==> src/rtl/tmr8_pkg.sv <==
package tmr8_pkg;

  typedef enum logic [2:0] {
    ACT_HOLD,
    ACT_CLR,
    ACT_INC,
    ACT_DEC,
    ACT_LOAD
  } cnt_act_e;

  typedef enum logic [1:0] {
    OUT_OFF = 2'd0,
    OUT_TGL = 2'd1,
    OUT_LOW = 2'd2,
    OUT_HIGH = 2'd3
  } out_mode_e;

  localparam logic [2:0] ADDR_CTRL  = 3'd0;
  localparam logic [2:0] ADDR_COUNT = 3'd1;
  localparam logic [2:0] ADDR_CMP   = 3'd2;
  localparam logic [2:0] ADDR_IEN   = 3'd3;
  localparam logic [2:0] ADDR_FLAGS = 3'd4;

  localparam logic [1:0] SCHEME_TRI = 2'd1;

  // log2 of the divide ratio for each clock-select code
  function automatic int unsigned tap_shift(input logic [2:0] sel);
    case (sel)
      3'd1:    tap_shift = 0;
      3'd2:    tap_shift = 3;
      3'd3:    tap_shift = 5;
      3'd4:    tap_shift = 6;
      3'd5:    tap_shift = 7;
      3'd6:    tap_shift = 8;
      3'd7:    tap_shift = 10;
      default: tap_shift = 0;
    endcase
  endfunction

endpackage

==> src/rtl/tmr8_prescale.sv <==
module tmr8_prescale
  import tmr8_pkg::*;
#(
  parameter int PRE_W = 10
) (
  input  logic       clk,
  input  logic       rst_n,
  input  logic [2:0] sel,
  output logic       tick
);

  logic [PRE_W-1:0] pre_q;
  logic [PRE_W-1:0] pre_d;
  logic [PRE_W-1:0] tap_mask;

  always_comb begin
    pre_d    = pre_q + 1'b1;
    tap_mask = PRE_W'((32'd1 << tap_shift(sel)) - 32'd1);
    tick     = (sel != 3'd0) && ((pre_q & tap_mask) == tap_mask);
  end

  always_ff @(posedge clk or negedge rst_n) begin
    if (!rst_n) pre_q <= '0;
    else        pre_q <= pre_d;
  end

endmodule

==> src/rtl/tmr8_counter.sv <==
module tmr8_counter
  import tmr8_pkg::*;
#(
  parameter int DW = 8
) (
  input  logic          clk,
  input  logic          rst_n,
  input  logic          tick_ev,
  input  logic          tri_mode,
  input  logic          ld,
  input  logic [DW-1:0] ld_val,
  output logic [DW-1:0] cnt,
  output logic          dir_up,
  output logic          blk
);

  localparam logic [DW-1:0] CNT_MAX = '1;

  cnt_act_e      act;
  logic [DW-1:0] cnt_q, cnt_d;
  logic          dir_q, dir_d;
  logic          blk_q, blk_d;

  always_comb begin
    act   = ACT_HOLD;
    dir_d = dir_q;
    blk_d = blk_q;
    if (ld) begin
      act   = ACT_LOAD;
      blk_d = 1'b1;
    end else if (tick_ev) begin
      blk_d = 1'b0;
      if (!tri_mode) begin
        dir_d = 1'b1;
        act   = (cnt_q == CNT_MAX) ? ACT_CLR : ACT_INC;
      end else if (dir_q) begin
        if (cnt_q == CNT_MAX) begin
          dir_d = 1'b0;
          act   = ACT_DEC;
        end else begin
          act = ACT_INC;
        end
      end else begin
        if (cnt_q == '0) begin
          dir_d = 1'b1;
          act   = ACT_INC;
        end else begin
          act = ACT_DEC;
        end
      end
    end
    case (act)
      ACT_CLR:  cnt_d = '0;
      ACT_INC:  cnt_d = cnt_q + 1'b1;
      ACT_DEC:  cnt_d = cnt_q - 1'b1;
      ACT_LOAD: cnt_d = ld_val;
      default:  cnt_d = cnt_q;
    endcase
  end

  always_ff @(posedge clk or negedge rst_n) begin
    if (!rst_n) begin
      cnt_q <= '0;
      dir_q <= 1'b1;
      blk_q <= 1'b0;
    end else begin
      cnt_q <= cnt_d;
      dir_q <= dir_d;
      blk_q <= blk_d;
    end
  end

  assign cnt    = cnt_q;
  assign dir_up = dir_q;
  assign blk    = blk_q;

endmodule

==> src/rtl/tmr8_wave.sv <==
module tmr8_wave
  import tmr8_pkg::*;
(
  input  logic      clk,
  input  logic      rst_n,
  input  logic      hit,
  input  out_mode_e omode,
  input  logic      tri_mode,
  input  logic      dir_up,
  output logic      wave
);

  logic wave_q, wave_d;
  logic drive_high;

  always_comb begin
    // in triangle mode the falling pass inverts the set/clear sense
    drive_high = (omode == OUT_HIGH);
    if (tri_mode && !dir_up) drive_high = !drive_high;
    wave_d = wave_q;
    if (hit) begin
      case (omode)
        OUT_TGL:  wave_d = !wave_q;
        OUT_LOW,
        OUT_HIGH: wave_d = drive_high;
        default:  wave_d = wave_q;
      endcase
    end
  end

  always_ff @(posedge clk or negedge rst_n) begin
    if (!rst_n) wave_q <= 1'b0;
    else        wave_q <= wave_d;
  end

  assign wave = (omode == OUT_OFF) ? 1'b0 : wave_q;

endmodule

==> src/rtl/tmr8_cmp.sv <==
module tmr8_cmp
  import tmr8_pkg::*;
#(
  parameter int DW    = 8,
  parameter int PRE_W = 10
) (
  input  logic          clk,
  input  logic          rst_n,
  input  logic          bus_wr,
  input  logic [2:0]    bus_addr,
  input  logic [DW-1:0] bus_wdata,
  output logic [DW-1:0] bus_rdata,
  input  logic          cmp_ack,
  input  logic          ovf_ack,
  output logic          wave_out,
  output logic          cmp_irq,
  output logic          ovf_irq,
  output logic          at_top,
  output logic          at_bottom
);

  localparam int            CTRL_W  = 7;
  localparam logic [DW-1:0] CNT_MAX = '1;

  // reset: asserted asynchronously, released on a clock edge
  logic rst_meta, rst_i;
  always_ff @(posedge clk or negedge rst_n) begin
    if (!rst_n) begin
      rst_meta <= 1'b0;
      rst_i    <= 1'b0;
    end else begin
      rst_meta <= 1'b1;
      rst_i    <= rst_meta;
    end
  end

  logic [CTRL_W-1:0] ctrl_q, ctrl_d;
  logic [DW-1:0]     cmp_q, cmp_d;
  logic [1:0]        ien_q, ien_d;
  logic              mflag_q, mflag_d;
  logic              oflag_q, oflag_d;

  logic          wr_ctrl, wr_cnt, wr_cmp, wr_ien, wr_flags;
  logic          tick_raw, tick_ev, tri_mode;
  logic          cmp_hit, ovf_hit;
  logic [DW-1:0] count;
  logic          dir_up, blk;
  out_mode_e     omode;

  always_comb begin
    wr_ctrl  = bus_wr && (bus_addr == ADDR_CTRL);
    wr_cnt   = bus_wr && (bus_addr == ADDR_COUNT);
    wr_cmp   = bus_wr && (bus_addr == ADDR_CMP);
    wr_ien   = bus_wr && (bus_addr == ADDR_IEN);
    wr_flags = bus_wr && (bus_addr == ADDR_FLAGS);
  end

  assign tri_mode = (ctrl_q[1:0] == SCHEME_TRI);
  assign omode    = out_mode_e'(ctrl_q[3:2]);
  assign tick_ev  = tick_raw && !wr_cnt;

  tmr8_prescale #(.PRE_W(PRE_W)) i_pre (
    .clk   (clk),
    .rst_n (rst_i),
    .sel   (ctrl_q[6:4]),
    .tick  (tick_raw)
  );

  tmr8_counter #(.DW(DW)) i_cnt (
    .clk      (clk),
    .rst_n    (rst_i),
    .tick_ev  (tick_ev),
    .tri_mode (tri_mode),
    .ld       (wr_cnt),
    .ld_val   (bus_wdata),
    .cnt      (count),
    .dir_up   (dir_up),
    .blk      (blk)
  );

  always_comb begin
    cmp_hit = tick_ev && !blk && (count == cmp_q);
    ovf_hit = tick_ev && (tri_mode ? (count == '0) : (count == CNT_MAX));
  end

  tmr8_wave i_wave (
    .clk      (clk),
    .rst_n    (rst_i),
    .hit      (cmp_hit),
    .omode    (omode),
    .tri_mode (tri_mode),
    .dir_up   (dir_up),
    .wave     (wave_out)
  );

  // next-state for the register file and flags
  always_comb begin
    ctrl_d  = wr_ctrl ? bus_wdata[CTRL_W-1:0] : ctrl_q;
    cmp_d   = wr_cmp  ? bus_wdata : cmp_q;
    ien_d   = wr_ien  ? bus_wdata[1:0] : ien_q;
    mflag_d = cmp_hit || (mflag_q && !(wr_flags && bus_wdata[0]) && !cmp_ack);
    oflag_d = ovf_hit || (oflag_q && !(wr_flags && bus_wdata[1]) && !ovf_ack);
  end

  always_ff @(posedge clk or negedge rst_i) begin
    if (!rst_i) begin
      ctrl_q  <= '0;
      cmp_q   <= '0;
      ien_q   <= '0;
      mflag_q <= 1'b0;
      oflag_q <= 1'b0;
    end else begin
      ctrl_q  <= ctrl_d;
      cmp_q   <= cmp_d;
      ien_q   <= ien_d;
      mflag_q <= mflag_d;
      oflag_q <= oflag_d;
    end
  end

  always_comb begin
    case (bus_addr)
      ADDR_CTRL:  bus_rdata = DW'(ctrl_q);
      ADDR_COUNT: bus_rdata = count;
      ADDR_CMP:   bus_rdata = cmp_q;
      ADDR_IEN:   bus_rdata = DW'(ien_q);
      ADDR_FLAGS: bus_rdata = DW'({oflag_q, mflag_q});
      default:    bus_rdata = '0;
    endcase
  end

  assign cmp_irq   = mflag_q && ien_q[0];
  assign ovf_irq   = oflag_q && ien_q[1];
  assign at_top    = (count == CNT_MAX);
  assign at_bottom = (count == '0);

endmodule

==> config.mk <==
export PLATFORM = sky130hd
export DESIGN_NAME = tmr8_cmp
export DESIGN_NICKNAME = d
export VERILOG_FILES = /design/src/rtl/tmr8_pkg.sv /design/src/rtl/tmr8_prescale.sv /design/src/rtl/tmr8_counter.sv /design/src/rtl/tmr8_wave.sv /design/src/rtl/tmr8_cmp.sv
export SDC_FILE = /design/constraint.sdc
export NUM_CORES = 1
export LEC_CHECK = 0
export ABC_AREA = 1
export BUFFER_PORTS_ARGS = -buffer_cell sky130_fd_sc_hd__buf_2
export CORE_UTILIZATION = 47
export CTS_BUF_LIST = sky130_fd_sc_hd__clkbuf_16
export DETAILED_ROUTE_END_ITERATION = 10
export PLACE_DENSITY = 0.69
export SYNTH_ARGS = -nofsm -noshare
export SYNTH_HDL_FRONTEND = slang
export SYNTH_SLANG_ARGS = --single-unit
==> constraint.sdc <==
create_clock -name clk -period 1.3 [get_ports clk]
set_clock_uncertainty 0.15 [all_clocks]
set_input_delay 0.26 -clock clk [delete_from_list [all_inputs] [get_ports clk]]
set_output_delay 0.26 -clock clk [all_outputs]
set_load 0.01 [all_outputs]
==> results.tsv <==
metric	value	unit
Max Clock Freq	339.6	MHz
Slowest Stage Delay on Critical Path	0.40	ns
CTS tree	yes	
reg-to-reg setup timing slack	-1.64	ns
GRT met3 Usage	0.05629	
busiest grt layer	met2	
hold slack	0.0006224	ns
Synthesis Warnings	0	
Sink Count	42	
Worst setup SP type	register	
CP endpoint kind	register	
fin worst setup slack	-1.645	ns
Seq/Total Area, Yosys	0.4034	
Core Area	0.005238	mm²
commonest cells after routing, fill and taps aside	82 x nand2_1, 82 x buf_4, 43 x inv_1	
TritonCTS buffer count	5	
GR Util met1	0.4024	
fin nets	515	
Worst EP required	1.38	ns
EDFF count, synth	0	
routability congestion estimate	0.8766	
Crit path max-delay family	simple AND/OR/NAND/NOR gates	
synth unique cells	34	
I/O Buffers	28	
Hold Fails Final Rpt	0	
total wire length	10430	µm
Buffers & Inverters on Critical Path	3	
router iterations before antenna repair	5	
vias in the first global route	3129	
Area growth, synth to finish	65.71	%
number of diodes	0	
PwrDens	1488	mW/mm²
# Max-Cap Violations	0	
total global routing overflow	0	
Final Critical Period	2.945	ns
Die W	76.50	µm
routed vias/inst	5.745	
Core Util, Final	0.8254	
Worst Path Arrival	3.02	ns
global-route wire length before repair	14860	µm
DRC violations left	0	
fill count	288	
Syn Inst Count	353	
period utilization	2.265	
Post-DP HPWL	5790	µm
largest net degree at the start of global routing	18	
clock tree buffer depth	2	
GRT Total Usage	0.3258	
hold crit path type	in -> reg	
final setup violation count	34	
syn avg cell area	7.390	µm²
vias post-DR	3223	
CTS clock-pin slew for the worst setup and hold paths	0.06	ns
die area	0.005852	mm²
RSZ-0062 raised after global routing	yes	
Routed wire per std cell	18.59	µm
status	complete, but fails checks	
H-tree levels	2	
Area after DPL	0.003570	mm²
async set-reset flop share out of synthesis	1.000	
Main synth FF type	dfrtp_1	
initial drt markers	240	
share of cells above drive strength 1	0.4582	
Final Cell Area	0.004323	mm²
Rows	26	
failing checks	setup timing	
met2 Track Usage GR	0.5351	
crit-path max FO	6	
Final ANT Viol Nets	0	
Cell Area, Synth	0.002609	mm²
Final Max Slew Viols	0	
Initial Utilization	0.4981	
crit path cell chain	inv_2 -> nand2_4 -> ha_4 -> or2_4 -> nand2_2 -> nor2_2 -> nand2_1 -> nor2_2 -> nand2_2 -> nor2_4 -> buf_12 -> ha_4 -> a21oi_2 -> o21ai_1 -> a21oi_4 -> inv_1 -> nand3_1 -> nand3_1 -> nand2_1	
CTS root buffer	clkbuf_16	
WS Path Type	reg -> reg	
flops & latches, synth	42	
Clock Latency Late Sink	0.30	ns
Critical-path top delay cell	dfrtp_1	
die height	76.50	µm
I/O pins	29	
worst vdd ir	0.001144	V
initial antenna violation count	0	
Static Leak	2.214	nW
report_power, final:
group | leakage (nW) | total (mW) | switching, mW | internal, mW
Clock | 0.0864 | 1.43 | 0.534 | 0.893
Combinational | 1.60 | 3.23 | 1.71 | 1.52
Sequential | 0.525 | 1.78 | 0.230 | 1.55
Total | 2.21 | 6.43 | 2.48 | 3.96
final timing paths:
path / startpoint / end / cells after the start
max in group asynchronous: rst_i / i_cnt.cnt[7] / 1
setup / recovery: ctrl_q[5] / i_cnt.cnt[7] / 19
setup reg to reg: ctrl_q[5] / i_cnt.cnt[7] / 19
hold reg to reg: rst_i / cmp_q[3] / 1
min in group asynchronous: rst_i / cmp_q[3] / 1
hold / removal: cmp_ack / mflag_q / 2
cell usage after synthesis, types with 2 or more instances:
cell type	number	area [µm²]
nand2_2	2	12.51
nand4_1	6	37.54
o211ai_1	4	30.03
ha_1	8	100.1
nor3_1	6	30.03
xor2_1	9	78.83
xnor2_1	5	43.79
nand2_1	101	379.1
nor2_2	5	31.28
inv_2	2	7.510
a31oi_1	2	12.51
inv_1	54	202.7
buf_6	2	22.52
o21ai_0	25	125.1
o221ai_1	3	26.28
dfrtp_1	41	1026
o31ai_1	2	15.01
a21oi_1	7	35.03
nor2_1	20	75.07
nand3_1	35	175.2
routing by layer:
layer / wire length (µm) / vias up
met5: 0 / -
met3: 957 / 76
li1: - / 1417
met2: 4838 / 245
met4: 706 / 0
met1: 3927 / 1485
flip-flops by register name, summed over array words and instances, names as in the netlist:
signal,count
i_cnt.cnt,8
ien_q,2
i_cnt.blk,1
ctrl_q,7
rst_meta,1
rst_i,1
i_cnt.dir_up,1
cmp_q,8
i_pre.pre_q,10
oflag_q,1
i_wave.wave_q,1
mflag_q,1
cell type report:
class / count / area [µm²] / area share
clock buffers: 5 / 125.1 / 0.02894
clock inverters: 3 / 37.54 / 0.008683
inverters: 56 / 215.2 / 0.04978
multi-input cells: 253 / 1734 / 0.4012
flip-flops and latches: 42 / 1054 / 0.2437
well taps: 70 / 87.58 / 0.02026
repair buffers: 132 / 1070 / 0.2475
logic make-up after synthesis:
logic type      count (synthesis)  share of synthesized area
other cells                     1                   0.001437
xor+xnor                       14                    0.04700
fa+ha+maj                       9                    0.04605
buf+inv                        60                    0.09256
simple gates                  179                     0.2998
compound gates                 48                     0.1098
flops                          42                     0.4034
worst reg2reg max path, stage by stage, from the launching register on:
cell and delay (ns):
dfrtp_1 0.40, inv_2 0.10, nand2_4 0.07, ha_4 0.26, or2_4 0.11, nand2_2 0.06, nor2_2 0.09, nand2_1 0.08
nor2_2 0.14, nand2_2 0.10, nor2_4 0.17, buf_12 0.16, ha_4 0.22, a21oi_2 0.17, o21ai_1 0.13, a21oi_4 0.16
inv_1 0.07, nand3_1 0.06, nand3_1 0.10, nand2_1 0.10
through the flow:
| step | std cells | setup slack [ns] | power [mW] | TNS [ns] |
|---|---|---|---|---|
| floorplan | 354 | -1.150 | 2.998 | -8.791 |
| global placement | 531 | -1.354 | 4.052 | -20.14 |
| detailed placement | 531 | -1.423 | 4.137 | -21.60 |
| CTS | 552 | -1.394 | 5.846 | -18.02 |
| global route | 561 | -1.749 | 6.665 | -22.91 |
| finish | 561 | -1.645 | 6.433 | -20.67 |
what timing repair did:
action                                  CTS  global route
buffers inserted                         12            14
endpoints found under the setup margin   40            40
hold buffers                              2             0
hold endpoints to repair                  8             0
pin swaps                                30            32
gates cloned                              1             0
resized for setup                        57            51
Power figures use the tool's default switching activity.
